===== config.mk =====
export PLATFORM = sky130hd
export DESIGN_NAME = intx_exec
export DESIGN_NICKNAME = d
export VERILOG_FILES = /design/src/rtl/intx_pkg.sv /design/src/rtl/intx_decode.sv /design/src/rtl/intx_sub.sv /design/src/rtl/intx_alu.sv /design/src/rtl/intx_regfile.sv /design/src/rtl/intx_exec.sv
export SDC_FILE = /design/constraint.sdc
export NUM_CORES = 1
export LEC_CHECK = 0
export BUFFER_PORTS_ARGS = -buffer_cell sky130_fd_sc_hd__buf_2
export CAP_MARGIN = 25
export CORE_UTILIZATION = 40
export CTS_CLUSTER_SIZE = 10
export DETAILED_ROUTE_END_ITERATION = 12
export SETUP_SLACK_MARGIN = 0.15
export SYNTH_ARGS = -nofsm -noshare
export SYNTH_HDL_FRONTEND = slang
export SYNTH_SLANG_ARGS = --single-unit

===== constraint.sdc =====
create_clock -name clk -period 4.17 [get_ports clk]
set_input_delay 0.417 -clock clk [delete_from_list [all_inputs] [get_ports clk]]
set_output_delay 0.417 -clock clk [all_outputs]
set_load 0.02 [all_outputs]

===== src/rtl/intx_pkg.sv =====
`timescale 1ns/1ps
package intx_pkg;

   typedef enum logic [3:0] {
      OP_NONE    = 4'd0,
      OP_DEC_TST = 4'd1,
      OP_SXB     = 4'd2,
      OP_SXH     = 4'd3,
      OP_ZXB     = 4'd4,
      OP_ZXH     = 4'd5,
      OP_NEG     = 4'd6,
      OP_NEG_B   = 4'd7,
      OP_SUB     = 4'd8,
      OP_SUB_B   = 4'd9,
      OP_SUB_V   = 4'd10
   } op_e;

   typedef struct packed {
      op_e        op;
      logic [3:0] rn;
      logic [3:0] rm;
      logic       legal;
      logic       upd_t;
   } dec_s;

   localparam int RIDX_W = 4;
   localparam int NREG   = 2 ** RIDX_W;

endpackage


===== src/rtl/intx_decode.sv =====
`timescale 1ns/1ps
module intx_decode
   import intx_pkg::*;
(
   input  logic [15:0] iw,
   output dec_s        d
);

   logic [3:0] grp;
   logic [3:0] sub;

   assign grp = iw[15:12];
   assign sub = iw[3:0];

   always_comb begin
      d       = '0;
      d.op    = OP_NONE;
      d.rn    = iw[11:8];
      d.rm    = iw[7:4];
      unique case (grp)
         4'h4: begin
            if (iw[7:0] == 8'h10) d.op = OP_DEC_TST;
         end
         4'h6: begin
            unique case (sub)
               4'hE:    d.op = OP_SXB;
               4'hF:    d.op = OP_SXH;
               4'hC:    d.op = OP_ZXB;
               4'hD:    d.op = OP_ZXH;
               4'hB:    d.op = OP_NEG;
               4'hA:    d.op = OP_NEG_B;
               default: d.op = OP_NONE;
            endcase
         end
         4'h3: begin
            unique case (sub)
               4'h8:    d.op = OP_SUB;
               4'hA:    d.op = OP_SUB_B;
               4'hB:    d.op = OP_SUB_V;
               default: d.op = OP_NONE;
            endcase
         end
         default: d.op = OP_NONE;
      endcase
      d.legal = (d.op != OP_NONE);
      d.upd_t = (d.op == OP_DEC_TST) || (d.op == OP_NEG_B) ||
                (d.op == OP_SUB_B)   || (d.op == OP_SUB_V);
   end

endmodule


===== src/rtl/intx_sub.sv =====
`timescale 1ns/1ps
module intx_sub #(
   parameter int XLEN = 32,
   parameter int IMPL = 0
) (
   input  logic [XLEN-1:0] x,
   input  logic [XLEN-1:0] y,
   input  logic            cin,
   output logic [XLEN-1:0] diff,
   output logic            borrow,
   output logic            ovf
);

   localparam int MSB = XLEN - 1;

   generate
      if (IMPL == 0) begin : g_wide
         logic [XLEN:0] ext;
         assign ext    = {1'b0, x} - {1'b0, y} - {{XLEN{1'b0}}, cin};
         assign diff   = ext[XLEN-1:0];
         assign borrow = ext[XLEN];
      end else begin : g_msb
         assign diff   = x + ~y + {{(XLEN-1){1'b0}}, ~cin};
         assign borrow = (~x[MSB] & y[MSB]) | (~(x[MSB] ^ y[MSB]) & diff[MSB]);
      end
   endgenerate

   assign ovf = (x[MSB] ^ y[MSB]) & (x[MSB] ^ diff[MSB]);

   always_comb begin
      p_ovf_sign_r9: assert (!ovf || (x[MSB] != y[MSB]));
   end

endmodule


===== src/rtl/intx_alu.sv =====
`timescale 1ns/1ps
module intx_alu
   import intx_pkg::*;
#(
   parameter int XLEN     = 32,
   parameter int SUB_IMPL = 0
) (
   input  op_e             op,
   input  logic [XLEN-1:0] rn_val,
   input  logic [XLEN-1:0] rm_val,
   input  logic            t_in,
   output logic [XLEN-1:0] res,
   output logic            t_out
);

   localparam logic [XLEN-1:0] ONE  = {{(XLEN-1){1'b0}}, 1'b1};
   localparam logic [XLEN-1:0] ZERO = '0;

   logic [XLEN-1:0] sx, sy, sdiff;
   logic            scin, sbor, sovf;

   always_comb begin
      sx   = rn_val;
      sy   = rm_val;
      scin = 1'b0;
      unique case (op)
         OP_DEC_TST: sy = ONE;
         OP_NEG:     sx = ZERO;
         OP_NEG_B: begin
            sx   = ZERO;
            scin = t_in;
         end
         OP_SUB_B:   scin = t_in;
         default: ;
      endcase
   end

   intx_sub #(.XLEN(XLEN), .IMPL(SUB_IMPL)) u_sub (
      .x      (sx),
      .y      (sy),
      .cin    (scin),
      .diff   (sdiff),
      .borrow (sbor),
      .ovf    (sovf)
   );

   always_comb begin
      unique case (op)
         OP_SXB:  res = {{(XLEN-8){rm_val[7]}}, rm_val[7:0]};
         OP_SXH:  res = {{(XLEN-16){rm_val[15]}}, rm_val[15:0]};
         OP_ZXB:  res = {{(XLEN-8){1'b0}}, rm_val[7:0]};
         OP_ZXH:  res = {{(XLEN-16){1'b0}}, rm_val[15:0]};
         default: res = sdiff;
      endcase
   end

   always_comb begin
      unique case (op)
         OP_DEC_TST:         t_out = (sdiff == ZERO);
         OP_NEG_B, OP_SUB_B: t_out = sbor;
         OP_SUB_V:           t_out = sovf;
         default:            t_out = t_in;
      endcase
   end

   always_comb begin
      if (op == OP_ZXB) p_zx_upper_r4: assert (res[XLEN-1:8] == '0);
      if (op == OP_SXB) p_sx_fill_r3: assert ((&res[XLEN-1:7]) || !(|res[XLEN-1:7]));
   end

endmodule


===== src/rtl/intx_regfile.sv =====
`timescale 1ns/1ps
module intx_regfile
   import intx_pkg::*;
#(
   parameter int XLEN = 32
) (
   input  logic              clk,
   input  logic              rst_n,
   input  logic              we,
   input  logic [RIDX_W-1:0] waddr,
   input  logic [XLEN-1:0]   wdata,
   input  logic [RIDX_W-1:0] ra_n,
   input  logic [RIDX_W-1:0] ra_m,
   output logic [XLEN-1:0]   rd_n,
   output logic [XLEN-1:0]   rd_m
);

   logic [XLEN-1:0] mem [NREG];

   always_ff @(posedge clk or negedge rst_n) begin
      if (!rst_n) begin
         for (int i = 0; i < NREG; i++) mem[i] <= '0;
      end else if (we) begin
         mem[waddr] <= wdata;
      end
   end

   assign rd_n = mem[ra_n];
   assign rd_m = mem[ra_m];

   p_wr_lands_r13: assert property (@(posedge clk) disable iff (!rst_n)
      we |=> (mem[$past(waddr)] == $past(wdata)));

endmodule


===== src/rtl/intx_exec.sv =====
`timescale 1ns/1ps
module intx_exec
   import intx_pkg::*;
#(
   parameter int XLEN     = 32,
   parameter int SUB_IMPL = 0
) (
   input  logic            clk,
   input  logic            rst_n,
   input  logic            instr_valid,
   input  logic [15:0]     instr,
   output logic            wr_en,
   output logic [3:0]      wr_idx,
   output logic [XLEN-1:0] wr_data,
   output logic            t_flag,
   output logic            illegal
);

   generate
      if (XLEN < 16) begin : g_bad_xlen
         $error("intx_exec: XLEN must be at least 16");
      end
      if (SUB_IMPL < 0 || SUB_IMPL > 1) begin : g_bad_impl
         $error("intx_exec: SUB_IMPL must be 0 or 1");
      end
   endgenerate

   dec_s            dec;
   logic [XLEN-1:0] rn_val, rm_val, alu_res;
   logic            t_next, fire, bad;

   intx_decode u_dec (.iw(instr), .d(dec));

   assign fire = instr_valid && dec.legal;
   assign bad  = instr_valid && !dec.legal;

   intx_regfile #(.XLEN(XLEN)) u_rf (
      .clk   (clk),
      .rst_n (rst_n),
      .we    (fire),
      .waddr (dec.rn),
      .wdata (alu_res),
      .ra_n  (dec.rn),
      .ra_m  (dec.rm),
      .rd_n  (rn_val),
      .rd_m  (rm_val)
   );

   intx_alu #(.XLEN(XLEN), .SUB_IMPL(SUB_IMPL)) u_alu (
      .op     (dec.op),
      .rn_val (rn_val),
      .rm_val (rm_val),
      .t_in   (t_flag),
      .res    (alu_res),
      .t_out  (t_next)
   );

   always_ff @(posedge clk or negedge rst_n) begin
      if (!rst_n) begin
         t_flag  <= 1'b0;
         wr_en   <= 1'b0;
         wr_idx  <= '0;
         wr_data <= '0;
         illegal <= 1'b0;
      end else begin
         wr_en   <= fire;
         illegal <= bad;
         if (fire) begin
            wr_idx  <= dec.rn;
            wr_data <= alu_res;
            if (dec.upd_t) t_flag <= t_next;
         end
      end
   end

   // an illegal pulse never coincides with a write
   p_ill_nowr_r10: assert property (@(posedge clk) disable iff (!rst_n)
      illegal |-> !wr_en);

   // T moves only for flag-defining operations
   p_t_hold_r7: assert property (@(posedge clk) disable iff (!rst_n)
      !(instr_valid && dec.legal && dec.upd_t) |=> $stable(t_flag));

   p_idle_r11: assert property (@(posedge clk) disable iff (!rst_n)
      !instr_valid |=> (!wr_en && !illegal));

   p_one_cycle_r13: assert property (@(posedge clk) disable iff (!rst_n)
      (instr_valid && dec.legal) |=> (wr_en && !illegal));

   p_dt_zero_r2: assert property (@(posedge clk) disable iff (!rst_n)
      (instr_valid && dec.op == OP_DEC_TST) |=> (t_flag == (wr_data == '0)));

endmodule


==> key figures, run 1 <==
Power and ir drop
  – Gate power share: 48.2%
  – Net switching fraction of the power: 35.27%
  – Overall power: 21,540 uW
  – Switching power of the nets: between 7000 and 8000 uW
  – Maximum ir drop on the vdd rail: roughly 0.48 mV
  – Internal power: around 14,000 uW
  – Share of total power in sequential cells: a little over a quarter
  – Clock share of power: between 20% and 30%
  – Leakage component of the power: between 0.015 and 0.02 uW
  – P per Cell Area: 511.7 nW/um^2

Synthesis
  – Average instance area after synthesis: roughly 11 um^2
  – Number of flops mapped to enable cells by yosys: 0
  – Library cell with the largest summed area after synthesis: dfrtp_1
  – Biggest area contributors in the synthesized netlist: dfrtp_1 (45%), mux4_2 (23%), o21ai_0 (7.6%)
  – Fraction of the mapped netlist area in adder cells: 2.582%
  – Number of distinct library cells after synthesis: just over 70
  – Number of warnings printed during yosys synthesis: 0
  – Fraction of synthesized cell area in xor and xnor cells: 0.7150%
  – Fraction of the mapped netlist area in simple logic gates: 11.64%
  – Number of standard cells after synthesis: approximately 2,800
  – Fraction of registers with async set/reset: 100.0%
  – Area share of the largest cell type after synthesis: 45.02%
  – Main combinational cell family by area after synthesis: multiplexers
  – Fraction of synthesized area in multiplexers: approximately a quarter
  – Flops & latches, synth: roughly 550
  – Syn Nets: 2,903
  – Summed instance area of the synthesized netlist: between 30,000 and 40,000 um^2
  – Most common flop cell mapped by yosys: dfrtp_1
  – Share of the synthesized area in compound gates (AO/OA/AOI/OAI): approximately an eighth
  – Seq/Total Area, Yosys: a little under half

Worst setup path
  – Worst EP arrival: approximately 5.1 ns
  – Data required time of the critical path: roughly 4.6 ns
  – Critical path type: flop to flop
  – Worst Path Max Fanout: 8
  – Critical path endpoint category: flop
  – CP Launch Type: flop
  – Worst setup path start: u_rf.mem[132]
  – Critical R2R Launch: u_rf.mem[132]

Drt
  – Final Routed Wirelength: ~110 mm
  – Initial DRC count: between 2,000 and 2,500
  – Total vias in the final route: 26,152
  – Post-detailed-route DRC marker count: 4
  – Router iterations before antenna repair: 9
  – Average wire per cell in the routed design: between 20 and 25 um
  – Post-DR vias/cell: 5.948
  – Count of antenna-violating nets left after detailed routing: 0

Cells and area
  – Leading cell type in the layout, fill and taps excluded: dfrtp_1
  – Fraction of final layout cells sized beyond drive strength 1: a little under half
  – Commonest non-fill, non-tap cells in the layout: dfrtp_1 (551), buf_4 (532), nand2_1 (530), mux4_2 (315), o21ai_0 (165)
  – Synthesis-to-layout area growth: 37.45%
  – Fin nets: 3,477
  – Core utilization of the finished layout: a little under three fifths

Global route
  – Pin count of the biggest net entering global routing: about 110
  – Global routing usage summed across all routing layers: 27.33%
  – Wire length of the first global-routing pass: 162.3 mm
  – Number of antenna violations at the first check in global routing: 0
  – Overflow after GRT: 0
  – Number of global-route vias before repair: 26,970

STA
  – Final setup skew: around 0.032 ns
  – Hold Vio Cnt, Final: 0
  – Unrepaired setup endpoints after global routing: true
  – Minimum period implied by the final worst setup slack: roughly 4.6 ns
  – Count of endpoints failing setup in the final report: roughly 340
  – Max Clk Rate: 0.2171 GHz
  – Relative slew slack: 38.30%
  – Final critical-path share of the clock period: 110.5%
  – Worst Tran Pin Value: about 0.9 ns
  – Worst setup slack after layout: -0.4359 ns
  – Final count of pins violating max slew: 0

Placement
  – Global placer's final weighted congestion: 0.9437
  – HPWL Detailed: 68.32 mm
  – Count of buffers from port buffering: 57

Clocking
  – Clock sinks: ~550
  – Clock Path Buffers: 3
  – Clock tree from TritonCTS: built
  – Clk Latency, worst-skew pair: about 0.63 ns
  – Count of H-tree levels built during CTS: 3
  – Number of buffers created by CTS: 67
  – Clock transition at the registers of the reported paths: around 0.05 ns
  – Clk Tree Root Cell: clkbuf_16

Floorplan
  – Floorplan core area: between 70,000 and 80,000 um^2
  – Floorplan die width: 278.7 um
  – Die outline area: slightly below 80,000 um^2
  – Die Height: roughly 280 um
  – Number of top-level design ports: 58
  – Number of rows created at floorplan: between 100 and 150
  – Starting density of the core: about two fifths

Run
  – Maximum capacitance violations: 0

Min path
  – Hold/Removal Path Class: input port to flop
  – Critical hold path startpoint: instr_valid

Status
  – Outcome: finished, violations left
  – Violations in the final reports: DRC, setup timing
## flip-flops by register name (all words and copies together) (netlist names)
register	cells
illegal	1
t_flag	1
u_rf.mem	512
wr_data	32
wr_en	1
wr_idx	4
## metal layers
metal	GRT usage, %	wire length [um]	vias up
li1	-	-	11411
met1	36.27	42850	13414
met2	44.98	51480	1088
met3	4.686	7814	239
met4	10.27	3603	0
met5	0	0	-
## final timing paths
| kind | cells past startpoint | to | slack [ns] |
|---|---|---|---|
| max reg2reg | 24 | u_rf.mem[277] | -0.44 |
| min | 2 | illegal | 0.11 |
| max | 24 | u_rf.mem[277] | -0.44 |
| min reg2reg | 2 | wr_data[1] | 0.47 |
| max in group asynchronous | 3 | u_rf.mem[392] | 2.54 |
| min in group asynchronous | 2 | u_rf.mem[24] | 0.50 |
## layout make-up
class | instances | area [um^2]
Fill cell | 6174 | 33730
Multi-Input combinational cell | 1963 | 17650
Sequential cell | 551 | 13790
Timing Repair Buffer | 744 | 7254
Clock buffer | 84 | 1843
Tap cell | 978 | 1224
Inverter | 69 | 264.0
Clock inverter | 7 | 67.56
Antenna cell | 1 | 2.502
## cells by family (layout without fill, tap and decap cells)
group,count (synthesis),after routing
AO/OA/AOI/OAI,705,705
XOR/XNOR,25,25
adder cells (fa/ha/maj),62,62
buffers and inverters,308,904
flip-flops,551,551
multiplexers,324,324
other,0,1
AND/OR/NAND/NOR,847,847
## power groups by stage
stage	clock, uW	combinational [uW]	sequential [uW]
detailed placement	0	6320	5880
global placement	0	6270	5860
finish	5360	10400	5800
floorplan	0	3460	5950
CTS	5420	9040	5790
global route	5630	10800	5830
## critical path, stage by stage, from the launching register on
cell and delay, ns:
dfrtp_1 0.40, mux4_2 0.47, mux4_2 0.49, and2_4 0.17
ha_4 0.27, inv_4 0.04, ha_4 0.27, buf_4 0.10
buf_6 0.09, buf_6 0.10, nor2_4 0.04, o311ai_4 0.25
a21o_1 0.19, nor2b_4 0.20, buf_6 0.11, o21ai_2 0.05
buf_4 0.13, o21ba_4 0.20, buf_6 0.12, xnor2_4 0.13
buf_6 0.12, a21oi_4 0.13, buf_12 0.15, clkbuf_16 0.16
o21ai_1 0.06
## synth_stat cells, types with 7 or more instances
cell type,number
nand2_1,552
dfrtp_1,551
o21ai_0,466
mux4_2,315
clkbuf_1,189
nor2_1,151
a21oi_1,144
inv_1,68
ha_1,60
and2_1,37
buf_2,32
nand3_1,21
xnor2_1,17
nor3_1,15
a21o_1,11
buf_1,11
a211oi_1,10
and3_1,10
o21ai_1,10
mux2i_1,9
nor2b_1,9
o211ai_1,9
nand2b_1,8
xor2_1,8
or3_1,7
## timing repair
item,in CTS,in global routing
cloned,19,9
hold buffers,1,0
setup buffers,52,27
endpoints found under the setup margin,397,428
pin swaps,73,76
resized for setup,233,179
endpoints found under the hold margin,101,0
## metrics by stage
step,cell area [um^2],hold slack (ns),setup TNS (ns),setup slack [ns],cells
floorplan,31680,0.1214,-212.27,-0.9933,2822
CTS,40950,0.09039,-73.31,-0.4712,4360
global placement,37170,0.4610,-321.09,-1.087,4197
global route,42090,0.1192,-134.73,-0.5894,4396
finish,42090,0.1112,-80.99,-0.4359,4397
detailed placement,37170,0.4631,-330.34,-1.131,4197
(Power assumes the default switching activity.)
==> run 2: changes to the inputs <==
--- a/config.mk
+++ b/config.mk
@@ -13,4 +13,5 @@
 export SETUP_SLACK_MARGIN = 0.15
 export SYNTH_ARGS = -nofsm -noshare
 export SYNTH_HDL_FRONTEND = slang
+export SYNTH_HIERARCHICAL = 1
 export SYNTH_SLANG_ARGS = --single-unit
==> key figures, run 2 <==
Synthesis
  – Average instance area after synthesis: 13.64 um^2 (was 10.85 um^2)
  – Number of warnings printed during yosys synthesis: 6 (was 0)
  – Post-synth top cells: dfrtp_1 (551), mux2_2 (517), mux4_2 (256) (was nand2_1 (552), dfrtp_1 (551), o21ai_0 (466))
  – Summed instance area of the synthesized netlist: 31,770 um^2 (was 30,630 um^2)
  – Area share of the largest cell type after synthesis: 43.40% (was 45.02%)
  – Flops & latches, synth: 551 (unchanged)
  – Library cell with the largest summed area after synthesis: dfrtp_1 (unchanged)
  – Biggest area contributors in the synthesized netlist: dfrtp_1 (43%), mux2_2 (18%), mux4_2 (18%) (was dfrtp_1 (45%), mux4_2 (23%), o21ai_0 (7.6%))
  – Number of distinct library cells after synthesis: 76 (was 72)
  – Most common flop cell mapped by yosys: dfrtp_1 (unchanged)
  – Fraction of registers with async set/reset: 100.0% (unchanged)
  – Cell with the most instances after synthesis: dfrtp_1 (was nand2_1)
  – Number of standard cells after synthesis: 2,329 (was 2,822)
  – Seq/Total Area, Yosys: 43.40% (was 45.02%)
  – Number of flops mapped to enable cells by yosys: 0 (unchanged)
  – Syn Nets: 2,412 (was 2,903)

Clocking
  – Clk Latency, worst-skew pair: 0.64 ns (was 0.63 ns)
  – Clock transition at the registers of the reported paths: 0.06 ns (was 0.05 ns)
  – Clock tree from TritonCTS: built (unchanged)
  – Clock Path Buffers: 3 (unchanged)
  – Clock sinks: 551 (unchanged)
  – Clk Tree Root Cell: clkbuf_16 (unchanged)
  – Number of buffers created by CTS: 68 (was 67)
  – Count of H-tree levels built during CTS: 3 (unchanged)

Placement
  – DP Cell Count: 3,602 (was 4,197)
  – Global placer's final weighted congestion: 0.9327 (was 0.9437)
  – HPWL Detailed: 68.04 mm (was 68.32 mm)
  – Count of buffers from port buffering: 57 (unchanged)

Cells and area
  – Post-route non-filler standard cell count: 3,758 (was 4,397)
  – Register with the most flip-flops: u_rf/mem (was u_rf.mem)
  – Leading registers by flop count: u_rf/mem: 512 flops, wr_data: 32 flops, wr_idx: 4 flops (was u_rf.mem: 512 flops, wr_data: 32 flops, wr_idx: 4 flops)
  – Combined flip-flop and latch cell area: 13,790 um^2 (unchanged)
  – Commonest non-fill, non-tap cells in the layout: dfrtp_1 (551), mux2_2 (378), buf_4 (309), mux4_2 (256), mux2_4 (169) (was dfrtp_1 (551), buf_4 (532), nand2_1 (530), mux4_2 (315), o21ai_0 (165))
  – Synthesis-to-layout area growth: 27.63% (was 37.45%)
  – Fraction of final layout cells sized beyond drive strength 1: 56.41% (was 45.32%)
  – Fin nets: 2,773 (was 3,477)
  – Largest register FFs: 512 (unchanged)
  – Filler cells: 6,497 (was 6,174)
  – Core utilization of the finished layout: 52.01% (was 55.52%)
  – Area used by multi-input combinational logic: 18,010 um^2 (was 17,650 um^2)
  – Leading cell type in the layout, fill and taps excluded: dfrtp_1 (unchanged)

Power and ir drop
  – P per Cell Area: 574.7 nW/um^2 (was 511.7 nW/um^2)
  – Maximum ir drop on the vdd rail: 0.6933 mV (was 0.4807 mV)
  – Leakage component of the power: 0.01914 uW (was 0.01881 uW)

Drt
  – Final Routed Wirelength: 103.1 mm (was 105.8 mm)
  – Post-detailed-route DRC marker count: 0 (was 4)
  – Count of antenna-violating nets left after detailed routing: 0 (unchanged)
  – Total vias in the final route: 22,340 (was 26,152)
  – Router iterations before antenna repair: 7 (was 9)
  – Post-DR vias/cell: 5.945 (was 5.948)
  – Initial DRC count: 1,796 (was 2,354)
  – Average wire per cell in the routed design: 27.43 um (was 24.05 um)

Floorplan
  – Die Height: 283.8 um (was 278.7 um)
  – Number of rows created at floorplan: 102 (was 101)
  – Floorplan die width: 283.8 um (was 278.7 um)
  – Floorplan core area: 77,980 um^2 (was 75,820 um^2)
  – Die outline area: 80,560 um^2 (was 77,670 um^2)
  – Starting density of the core: 40.75% (was 40.39%)
  – Number of top-level design ports: 58 (unchanged)

STA
  – Count of endpoints failing setup in the final report: 392 (was 344)
  – Max Clk Rate: 0.2070 GHz (was 0.2171 GHz)
  – Hold Vio Cnt, Final: 0 (unchanged)
  – Worst setup slack after layout: -0.6611 ns (was -0.4359 ns)
  – Worst Hold Margin: 0.08768 ns (was 0.1112 ns)
  – Final critical-path share of the clock period: 115.9% (was 110.5%)
  – Final setup skew: 0.02922 ns (was 0.03222 ns)
  – Relative slew slack: 29.32% (was 38.30%)
  – Minimum period implied by the final worst setup slack: 4.831 ns (was 4.606 ns)
  – Worst Tran Pin Value: 1.060 ns (was 0.9256 ns)
  – Final count of pins violating max slew: 0 (unchanged)
  – Unrepaired setup endpoints after global routing: true (unchanged)
  – Summed negative setup slack over all endpoints: -90.35 ns (was -80.99 ns)

Global route
  – Pin count of the biggest net entering global routing: 116 (was 112)
  – Global routing usage summed across all routing layers: 25.53% (was 27.33%)
  – Overflow after GRT: 0 (unchanged)
  – Number of global-route vias before repair: 23,809 (was 26,970)
  – Number of antenna violations at the first check in global routing: 2 (was 0)
  – Wire length of the first global-routing pass: 153.5 mm (was 162.3 mm)

Worst setup path
  – Cell family with most CP delay: simple AND/OR/NAND/NOR gates (was buffers and inverters)
  – Data required time of the critical path: 4.68 ns (was 4.64 ns)
  – Critical path endpoint category: flop (unchanged)
  – Worst EP arrival: 5.34 ns (was 5.08 ns)
  – Highest cell delay on the worst timing path: 0.49 ns (about the same)
  – Buffers & Inverters on Critical Path: 5 (was 10)
  – CP Launch Type: input port (was flop)
  – Worst Path Max Fanout: 57 (was 8)
  – Critical path type: input port to flop (was flop to flop)
  – Cell type of the slowest stage on the worst timing path: or4b_1 (was mux4_2)
  – Ordered list of cells on the worst path: buf_6 > buf_4 > buf_16 > buf_6 > mux4_2 > a22oi_1 > nand2_1 > nor2b_1 > ha_1 > inv_1 > ha_1 > a21oi_2 > o21ai_0 > o21bai_1 > a41oi_2 > a211o_1 > nand4b_1 > or4b_1 > nand2_1 > a221oi_1 > or3_1 > mux2_2 (was mux4_2 > mux4_2 > and2_4 > ha_4 > inv_4 > ha_4 > buf_4 > buf_6 > buf_6 > nor2_4 > o311ai_4 > a21o_1 > nor2b_4 > buf_6 > o21ai_2 > buf_4 > o21ba_4 > buf_6 > xnor2_4 > buf_6 > a21oi_4 > buf_12 > clkbuf_16 > o21ai_1)

Status
  – Outcome: finished, violations left (unchanged)
  – Violations in the final reports: setup timing (was DRC, setup timing)

Run
  – Maximum capacitance violations: 0 (unchanged)

Min path
  – Hold/Removal Path Class: input port to flop (unchanged)
==> run 2: cell count changes after synthesis, sizes merged, moves of 16 or more <==
cell    change
nand2     -428
a22oi     +124
inv        +35
mux2      +549
buf        +45
o21ai     -452
mux4       -59
nor2      -121
a21o       +16
clkbuf     -80
a21oi     -103
nor2b      +29
==> run 2: layout make-up <==
class / instances / share of cell area (%)
Antenna cell: 2 / 0.01234
Multi-Input combinational cell: 1470 / 44.42
Clock inverter: 11 / 0.6109
Clock buffer: 85 / 4.526
Inverter: 104 / 0.9626
Sequential cell: 551 / 34.00
Tap cell: 1040 / 3.209
Timing Repair Buffer: 495 / 12.26
==> run 2: metal layers <==
layer  vias up  global-route usage [%]  wire, um
met5         -                       0        19
met4         2                   8.608      3085
met3       201                   5.748      7727
met2       827                   39.66     47590
met1     11855                   35.25     44670
li1       9455                       -         -
==> run 2: path summary, 6_finish.rpt <==
path	start	to	slack (ns)	depth (start not counted)
max reg2reg	u_rf/mem[128]	t_flag	-0.63	20
min reg2reg	wr_data[18]	wr_data[18]	0.50	1
min	instr_valid	illegal	0.09	2
max in group asynchronous	rst_n	wr_data[31]	2.49	3
min in group asynchronous	rst_n	u_rf/mem[164]	0.43	2
max	instr[5]	t_flag	-0.66	22
==> run 2: stage by stage <==
stage,setup WS [ns],instance area [um^2],total power [uW]
3_5_place_dp,-1.364,36620,15170
3_3_place_gp,-1.291,36600,15030
4_1_cts,-0.5779,39930,22650
5_1_grt,-0.9443,40550,24240
2_1_floorplan,-0.8059,32170,10470
6_report,-0.6611,40550,23300
==> run 2: report_power, final <==
part,switching [uW],internal (uW)
logic,5790,5740
registers,302,5780
clock network,2390,3300
==> run 2: what timing repair did <==
action                                 4_1_cts  5_1_grt
pin swaps                                   31       29
endpoints found under the hold margin       61        0
setup endpoints to repair                  425      459
setup buffers                               31       16
hold buffers                                 1        0
resized for setup                          171      107
gates cloned                                 7        3
==> run 2: cell families after synthesis <==
| family | synth area share, % |
|---|---|
| mux | 37.95 |
| fa+ha+maj | 2.568 |
| simple gates | 4.919 |
| compound gates | 6.084 |
| xor+xnor | 0.9097 |
| flops | 43.40 |
| buf+inv | 4.178 |
